[src/rtl/smb_pkg.sv]
package smb_pkg;

    localparam int BYTE_W = 8;

    localparam logic [6:0] MAIN_ADDR_DEF  = 7'b0101110;
    localparam logic [6:0] ALT_ADDR_DEF   = 7'b0101111;
    localparam logic [6:0] ALERT_ADDR_DEF = 7'b0001100;

    typedef enum logic [2:0] {
        ST_IDLE,
        ST_ADDR,
        ST_ADDR_ACK,
        ST_WR_BYTE,
        ST_WR_ACK,
        ST_RD_BYTE,
        ST_RD_ACK,
        ST_SKIP
    } smb_state_e;

endpackage

[src/rtl/smb_bus_sync.sv]
module smb_bus_sync #(
    parameter int STAGES = 2
) (
    input  logic clk,
    input  logic rst_n,
    input  logic scl_i,
    input  logic sda_i,
    output logic scl_s,
    output logic sda_s,
    output logic scl_rise,
    output logic scl_fall,
    output logic start_ev,
    output logic stop_ev
);

    localparam int PIPE_W = 2 * STAGES;

    // each stage holds {scl, sda}; idle bus level is high
    logic [PIPE_W-1:0] pipe_q;
    logic              scl_prev_q;
    logic              sda_prev_q;

    always_ff @(posedge clk or negedge rst_n) begin
        if (!rst_n) begin
            pipe_q     <= '1;
            scl_prev_q <= 1'b1;
            sda_prev_q <= 1'b1;
        end else begin
            pipe_q     <= {pipe_q[PIPE_W-3:0], scl_i, sda_i};
            scl_prev_q <= scl_s;
            sda_prev_q <= sda_s;
        end
    end

    assign scl_s    = pipe_q[PIPE_W-1];
    assign sda_s    = pipe_q[PIPE_W-2];
    assign scl_rise = scl_s & ~scl_prev_q;
    assign scl_fall = ~scl_s & scl_prev_q;
    assign start_ev = scl_s & scl_prev_q & sda_prev_q & ~sda_s;
    assign stop_ev  = scl_s & scl_prev_q & ~sda_prev_q & sda_s;

endmodule

[src/rtl/smb_regfile.sv]
module smb_regfile #(
    parameter int REG_COUNT = 8,
    parameter int DATA_W    = 8,
    parameter int IDX_W     = 3
) (
    input  logic                        clk,
    input  logic                        rst_n,
    input  logic                        wr_en,
    input  logic [IDX_W-1:0]            wr_idx,
    input  logic [DATA_W-1:0]           wr_data,
    input  logic [IDX_W-1:0]            rd_idx,
    output logic [DATA_W-1:0]           rd_data,
    output logic [REG_COUNT*DATA_W-1:0] regs_o
);

    logic [DATA_W-1:0] word_q [REG_COUNT];

    generate
        for (genvar g = 0; g < REG_COUNT; g++) begin : g_word
            always_ff @(posedge clk or negedge rst_n) begin
                if (!rst_n) begin
                    word_q[g] <= '0;
                end else if (wr_en && (int'(wr_idx) == g)) begin
                    word_q[g] <= wr_data;
                end
            end
            assign regs_o[g*DATA_W +: DATA_W] = word_q[g];
        end
    endgenerate

    always_comb begin
        rd_data = '0;
        for (int i = 0; i < REG_COUNT; i++) begin
            if (int'(rd_idx) == i) begin
                rd_data = word_q[i];
            end
        end
    end

endmodule

[src/rtl/smb_target.sv]
module smb_target
    import smb_pkg::*;
#(
    parameter int         REG_COUNT   = 8,
    parameter int         SYNC_STAGES = 2,
    parameter logic [6:0] MAIN_ADDR   = MAIN_ADDR_DEF,
    parameter logic [6:0] ALT_ADDR    = ALT_ADDR_DEF,
    parameter logic [6:0] ALERT_ADDR  = ALERT_ADDR_DEF
) (
    input  logic                        clk,
    input  logic                        rst_n,
    input  logic                        addr_sel,
    input  logic                        scl_i,
    input  logic                        sda_i,
    output logic                        sda_oe,
    input  logic                        alert_set,
    output logic                        alert_n,
    output logic [REG_COUNT*BYTE_W-1:0] regs_o
);

    localparam int IDX_W  = (REG_COUNT > 1) ? $clog2(REG_COUNT) : 1;
    localparam int CNT_W  = $clog2(BYTE_W + 1);
    localparam logic [CNT_W-1:0] CNT_FULL = CNT_W'(BYTE_W);
    localparam logic [CNT_W-1:0] CNT_LAST = CNT_W'(BYTE_W - 1);

    // synchronised bus view
    logic scl_s, sda_s, scl_rise, scl_fall, start_ev, stop_ev;

    smb_bus_sync #(
        .STAGES (SYNC_STAGES)
    ) u_sync (
        .clk      (clk),
        .rst_n    (rst_n),
        .scl_i    (scl_i),
        .sda_i    (sda_i),
        .scl_s    (scl_s),
        .sda_s    (sda_s),
        .scl_rise (scl_rise),
        .scl_fall (scl_fall),
        .start_ev (start_ev),
        .stop_ev  (stop_ev)
    );

    smb_state_e          state_q, state_d;
    logic [CNT_W-1:0]    cnt_q;
    logic [BYTE_W-1:0]   shreg_q;
    logic [BYTE_W-1:0]   ptr_q;
    logic                ptr_valid_q;
    logic                rw_q;
    logic                ara_q;
    logic                host_ack_q;
    logic                sda_oe_q;
    logic                alert_q;

    // decode helpers
    logic [6:0]        own_addr;
    logic              addr_match;
    logic              ara_match;
    logic              byte_done;
    logic              last_fall;
    logic [BYTE_W-1:0] rd_ptr;
    logic [BYTE_W-1:0] rd_data;
    logic [BYTE_W-1:0] tx_byte;
    logic              wr_en;

    assign own_addr   = addr_sel ? ALT_ADDR : MAIN_ADDR;
    assign addr_match = (shreg_q[BYTE_W-1:1] == own_addr);
    assign ara_match  = (shreg_q[BYTE_W-1:1] == ALERT_ADDR) && shreg_q[0] && alert_q;
    assign byte_done  = scl_fall && (cnt_q == CNT_FULL);
    assign last_fall  = scl_fall && (cnt_q == CNT_LAST);

    // while waiting for the host ack, look ahead at the next register
    assign rd_ptr  = ((state_q == ST_RD_ACK) && !ara_q) ? ptr_q + 1'b1 : ptr_q;
    assign tx_byte = ara_q ? {own_addr, 1'b0} : rd_data;
    assign wr_en   = (state_q == ST_WR_BYTE) && byte_done && ptr_valid_q;

    smb_regfile #(
        .REG_COUNT (REG_COUNT),
        .DATA_W    (BYTE_W),
        .IDX_W     (IDX_W)
    ) u_regs (
        .clk     (clk),
        .rst_n   (rst_n),
        .wr_en   (wr_en),
        .wr_idx  (ptr_q[IDX_W-1:0]),
        .wr_data (shreg_q),
        .rd_idx  (rd_ptr[IDX_W-1:0]),
        .rd_data (rd_data),
        .regs_o  (regs_o)
    );

    // state register
    always_ff @(posedge clk or negedge rst_n) begin
        if (!rst_n) begin
            state_q <= ST_IDLE;
        end else begin
            state_q <= state_d;
        end
    end

    // next state
    always_comb begin
        state_d = state_q;
        if (stop_ev) begin
            state_d = ST_IDLE;
        end else if (start_ev) begin
            state_d = ST_ADDR;
        end else begin
            unique case (state_q)
                ST_IDLE:     state_d = ST_IDLE;
                ST_SKIP:     state_d = ST_SKIP;
                ST_ADDR: begin
                    if (byte_done) begin
                        state_d = (addr_match || ara_match) ? ST_ADDR_ACK : ST_SKIP;
                    end
                end
                ST_ADDR_ACK: begin
                    if (scl_fall) begin
                        state_d = rw_q ? ST_RD_BYTE : ST_WR_BYTE;
                    end
                end
                ST_WR_BYTE: begin
                    if (byte_done) begin
                        state_d = ST_WR_ACK;
                    end
                end
                ST_WR_ACK: begin
                    if (scl_fall) begin
                        state_d = ST_WR_BYTE;
                    end
                end
                ST_RD_BYTE: begin
                    if (last_fall) begin
                        state_d = ST_RD_ACK;
                    end
                end
                ST_RD_ACK: begin
                    if (scl_fall) begin
                        state_d = host_ack_q ? ST_RD_BYTE : ST_SKIP;
                    end
                end
                default:     state_d = ST_IDLE;
            endcase
        end
    end

    // datapath and outputs
    always_ff @(posedge clk or negedge rst_n) begin
        if (!rst_n) begin
            cnt_q       <= '0;
            shreg_q     <= '0;
            ptr_q       <= '0;
            ptr_valid_q <= 1'b0;
            rw_q        <= 1'b0;
            ara_q       <= 1'b0;
            host_ack_q  <= 1'b0;
            sda_oe_q    <= 1'b0;
            alert_q     <= 1'b0;
        end else begin
            if (stop_ev || start_ev) begin
                cnt_q    <= '0;
                sda_oe_q <= 1'b0;
            end else begin
                unique case (state_q)
                    ST_IDLE, ST_SKIP: begin
                        sda_oe_q <= 1'b0;
                    end
                    ST_ADDR: begin
                        if (scl_rise && (cnt_q != CNT_FULL)) begin
                            shreg_q <= {shreg_q[BYTE_W-2:0], sda_s};
                            cnt_q   <= cnt_q + 1'b1;
                        end else if (byte_done) begin
                            rw_q  <= shreg_q[0];
                            ara_q <= ara_match && !addr_match;
                            if (addr_match || ara_match) begin
                                sda_oe_q <= 1'b1;
                            end
                        end
                    end
                    ST_ADDR_ACK: begin
                        if (scl_fall) begin
                            cnt_q <= '0;
                            if (rw_q) begin
                                shreg_q  <= tx_byte;
                                sda_oe_q <= ~tx_byte[BYTE_W-1];
                            end else begin
                                ptr_valid_q <= 1'b0;
                                sda_oe_q    <= 1'b0;
                            end
                        end
                    end
                    ST_WR_BYTE: begin
                        if (scl_rise && (cnt_q != CNT_FULL)) begin
                            shreg_q <= {shreg_q[BYTE_W-2:0], sda_s};
                            cnt_q   <= cnt_q + 1'b1;
                        end else if (byte_done) begin
                            sda_oe_q <= 1'b1;
                            if (ptr_valid_q) begin
                                ptr_q <= ptr_q + 1'b1;
                            end else begin
                                ptr_q       <= shreg_q;
                                ptr_valid_q <= 1'b1;
                            end
                        end
                    end
                    ST_WR_ACK: begin
                        if (scl_fall) begin
                            sda_oe_q <= 1'b0;
                            cnt_q    <= '0;
                        end
                    end
                    ST_RD_BYTE: begin
                        if (last_fall) begin
                            sda_oe_q <= 1'b0;
                        end else if (scl_fall) begin
                            shreg_q  <= {shreg_q[BYTE_W-2:0], 1'b0};
                            sda_oe_q <= ~shreg_q[BYTE_W-2];
                            cnt_q    <= cnt_q + 1'b1;
                        end
                    end
                    ST_RD_ACK: begin
                        if (scl_rise) begin
                            host_ack_q <= ~sda_s;
                        end else if (scl_fall) begin
                            cnt_q <= '0;
                            if (ara_q) begin
                                alert_q <= 1'b0;
                            end else begin
                                ptr_q <= ptr_q + 1'b1;
                            end
                            if (host_ack_q) begin
                                shreg_q  <= tx_byte;
                                sda_oe_q <= ~tx_byte[BYTE_W-1];
                            end
                        end
                    end
                    default: sda_oe_q <= 1'b0;
                endcase
            end
            // a new request wins over the clear at the end of a response
            if (alert_set) begin
                alert_q <= 1'b1;
            end
        end
    end

    assign sda_oe  = sda_oe_q;
    assign alert_n = ~alert_q;

endmodule

[config.mk]
export PLATFORM = sky130hd
export DESIGN_NAME = smb_target
export DESIGN_NICKNAME = d
export VERILOG_FILES = /design/src/rtl/smb_pkg.sv /design/src/rtl/smb_bus_sync.sv /design/src/rtl/smb_regfile.sv /design/src/rtl/smb_target.sv
export SDC_FILE = /design/constraint.sdc
export NUM_CORES = 1
export LEC_CHECK = 0
export ABC_CLOCK_PERIOD_IN_PS = 4800
export BUFFER_PORTS_ARGS = -buffer_cell sky130_fd_sc_hd__buf_4
export CORE_UTILIZATION = 62
export CTS_CLUSTER_SIZE = 12
export DETAILED_ROUTE_END_ITERATION = 12
export GPL_TIMING_DRIVEN = 0
export PLACE_DENSITY_LB_ADDON = 0.05
export SYNTH_ARGS = -nofsm -noshare
export SYNTH_HDL_FRONTEND = slang
export SYNTH_SLANG_ARGS = --single-unit
[constraint.sdc]
create_clock -name clk -period 4.8 [get_ports clk]
set_input_delay 0.48 -clock clk [delete_from_list [all_inputs] [get_ports clk]]
set_output_delay 0.48 -clock clk [all_outputs]
set_load 0.005 [all_outputs]
==> summary.txt <==
Run status
  • Outcome: finished, final reports clean

Synthesis
  • Ys async rst share: 100.0%
  • Top cells by count, synth: 88 x dfrtp_1, 68 x mux2_2, 37 x nand2_1
  • Syn Area/Cell: just over 10 um^2
  • Seq/Total Area, Yosys: 44.97%
  • Synthesized instance count: 506
  • FF+latch count, synth: 94
  • Synthesized net count: 520
  • Cell taking the most area after synthesis: dfrtp_1
  • Post-synth top flop: dfrtp_1
  • Count of different cell masters after synthesis: 73
  • Netlist Area Pre-Place: 0.005248 mm^2
  • Area share of the largest cell type after synthesis: about two fifths
  • Synth warn: 0
  • Top-count cell post-synth: dfrtp_1
  • EDFF count, synth: 0
  • Synth top area cells: dfrtp_1 42%, mux2_2 15%, mux2i_1 3.1%, dfstp_2 3.0%, nand2_1 2.6%

Die
  • Initial core utilization: between 60 and 70%
  • Total die area: 0.008836 mm^2
  • Die extent in x: approximately 94 um
  • Core Area: 0.008217 mm^2
  • Num ports: around 70
  • DIE HEIGHT: approximately 94 um
  • # rows: 33

Pwr
  • Pwr Density: 444.1 mW/mm^2
  • Leakage: 2.927 nW
  • Max VDD drop: 223.1 uV

Timing
  • Max_slew headroom: roughly 22%
  • Final Hold Viols: 0
  • Crit path time final: ~3.7 ns
  • Unrepaired setup endpoints after global routing: no
  • Setup violators final: 0
  • Worst hold margin: a little over 0.2 ns
  • Period utilization: between 70% and 80%
  • Setup_tns: 0 ns
  • Highest Clock Rate: 269.1 MHz
  • Slew at the pin closest to its max-slew limit: 1.172 ns
  • Final Max Slew Viols: 0
  • Worst clock skew: 0.01833 ns

Clocking
  • Post CTS Setup Buffer Count: 0
  • CTS tree: yes
  • Htree depth: 3
  • Longest Clk Path Bufs: 2
  • Resize count post-CTS: 0
  • Clock transition at the registers of the reported paths: 0.11 ns
  • CTS Buf Count: 9
  • Clock sinks: 94
  • Worst-Skew Late Latency: 0.38 ns
  • Root buffer cell: clkbuf_8
  • Cts hold-fix bufs: 0

Finish
  • # diodes: 0
  • Share of cells above drive strength 1: between 30% and 40%
  • Area grow syn2layout: 16.45%
  • NumNets Final: 602
  • Post-Route Utilization: 74.37%
  • # fillers: 618

Drt
  • Drt initial violations: 435
  • Drt total wl: between 10000 and 15000 um
  • DRC violations left: 0
  • Total vias in the final route: between 4000 and 5000
  • Routed Antenna Nets: 0
  • Initial DRT Pass Iterations: 6
  • Vias per cell: 6.553
  • Wirelength per Cell: 21.42 um

Critical path
  • CP Max Fanout: 10
  • Element type at the critical path start: register
  • CP required: 5.08 ns
  • Critical setup path kind: reg -> reg
  • CP Capture Type: register
  • Worst Path Arrival: 4.00 ns

Global route
  • Number of global-route vias before repair: 4301
  • First-pass GRT wire length: 23080 um
  • Largest net degree at the start of global routing: 95
  • Overflow after GRT: 0
  • Initial antenna violation count: 0
  • GRT Total Usage: 35.05%

Run
  • Max-Cap Viols: 0

Place
  • Final GP Congestion: ~0.96
  • PortBufs: 71
  • Hpwl dp: around 11000 um

Hold path
  • HP Class: in -> reg
power by group:
part / internal (W) / switching, W / leakage, nW
logic: 0.000422 / 0.000773 / 1.57
clock network: 0.000205 / 0.000331 / 0.0981
registers: 0.000882 / 0.000101 / 1.26
total: 0.00151 / 0.00120 / 2.93
worst max-delay path, stage by stage, from the launching register on:
cell	delay (ns)
dfrtp_1	0.48
clkbuf_1	0.41
inv_1	0.19
ha_1	0.33
clkbuf_1	0.34
inv_1	0.18
nor3_1	0.50
o21ai_1	0.36
o211ai_1	0.49
o31ai_1	0.15
o22a_1	0.19
per-layer routing:
| metal | share of wire, % | vias up | wire length [um] | track usage [%] |
|---|---|---|---|---|
| li1 | - | 2024 | - | - |
| met1 | 41 | 2241 | 6186 | 46.95 |
| met2 | 48 | 269 | 7173 | 57.00 |
| met3 | 7.9 | 40 | 1175 | 5.502 |
| met4 | 2.8 | 0 | 418 | 13.85 |
| met5 | 0 | - | 0 | 0 |
cell families (layout without fill, tap and decap cells):
group	Yosys count	after routing	share of synthesized area, %
multiplexers	86	86	18.34
flip-flops	94	94	44.97
AND/OR/NAND/NOR	148	148	14.38
AO/OA/AOI/OAI	115	115	15.00
XOR/XNOR	5	5	1.121
buffers and inverters	50	137	4.292
adder cells (fa/ha/maj)	8	8	1.908
stage by stage:
stage	std cells	worst slack [ns]	instance area [um^2]	power, W
2_1_floorplan	506	2.231	5248	0.001797
4_1_cts	698	1.242	6111	0.002677
3_5_place_dp	682	1.261	5912	0.002149
6_report	698	1.084	6111	0.002714
3_3_place_gp	682	1.330	5912	0.002112
5_1_grt	698	0.9474	6111	0.002850
cell type report:
| class | count | area, um^2 | share of cell area [%] |
|---|---|---|---|
| Sequential cell | 94 | 2360 | 38.62 |
| Multi-Input combinational cell | 362 | 2663 | 43.57 |
| Tap cell | 105 | 131.4 | 2.150 |
| Timing Repair Buffer | 71 | 533.0 | 8.722 |
| Clock buffer | 9 | 123.9 | 2.027 |
| Clock inverter | 7 | 75.07 | 1.229 |
| Buffer | 31 | 153.9 | 2.518 |
| Inverter | 19 | 71.32 | 1.167 |
sequential cells by signal, summed over array words and instances, names as in the netlist:
| signal | cells |
|---|---|
| u_sync.scl_prev_q | 1 |
| u_sync.pipe_q | 4 |
| shreg_q | 8 |
| alert_q | 1 |
| sda_oe | 1 |
| cnt_q | 4 |
| u_sync.sda_prev_q | 1 |
| ptr_valid_q | 1 |
| ptr_q | 3 |
| state_q | 3 |
| u_regs.regs_o | 64 |
| host_ack_q | 1 |
| ara_q | 1 |
| rw_q | 1 |
final timing paths:
path | to | from | slack, ns | depth (start not counted)
max | sda_oe | ptr_q[2] | 1.08 | 10
min | u_sync.pipe_q[1] | scl_i | 0.20 | 1
max reg2reg | sda_oe | ptr_q[2] | 1.08 | 10
min reg2reg | u_sync.pipe_q[2] | u_sync.pipe_q[0] | 0.36 | 0
max in group asynchronous | u_regs.regs_o[16] | rst_n | 3.71 | 1
min in group asynchronous | ptr_valid_q | rst_n | 0.32 | 1
placed cells by master, fill, tap and decap left out, types with 3 or more instances in the layout:
master,netlist,final
dfrtp_1,88,88
buf_4,1,72
mux2_2,68,68
nand2_1,37,37
nor2_1,35,35
a21oi_1,23,23
o21ai_0,21,21
nand3_1,19,19
inv_1,18,18
clkbuf_1,16,16
mux2i_1,16,16
nor3_1,14,14
buf_2,9,9
o211ai_1,9,9
clkbuf_8,0,9
a31oi_1,8,8
ha_1,8,8
nand2b_1,7,7
o21ai_1,6,6
dfstp_2,6,6
nand4_1,5,5
nor4_1,5,5
nand3b_1,4,4
a21o_1,4,4
buf_6,3,3
nor2b_1,3,3
and3b_1,3,3
a22o_1,3,3
o31ai_1,3,3
a41o_1,3,3
a22oi_1,3,3
a211oi_1,3,3
a311oi_1,3,3
inv_8,0,3
(Power assumes the default switching activity.)
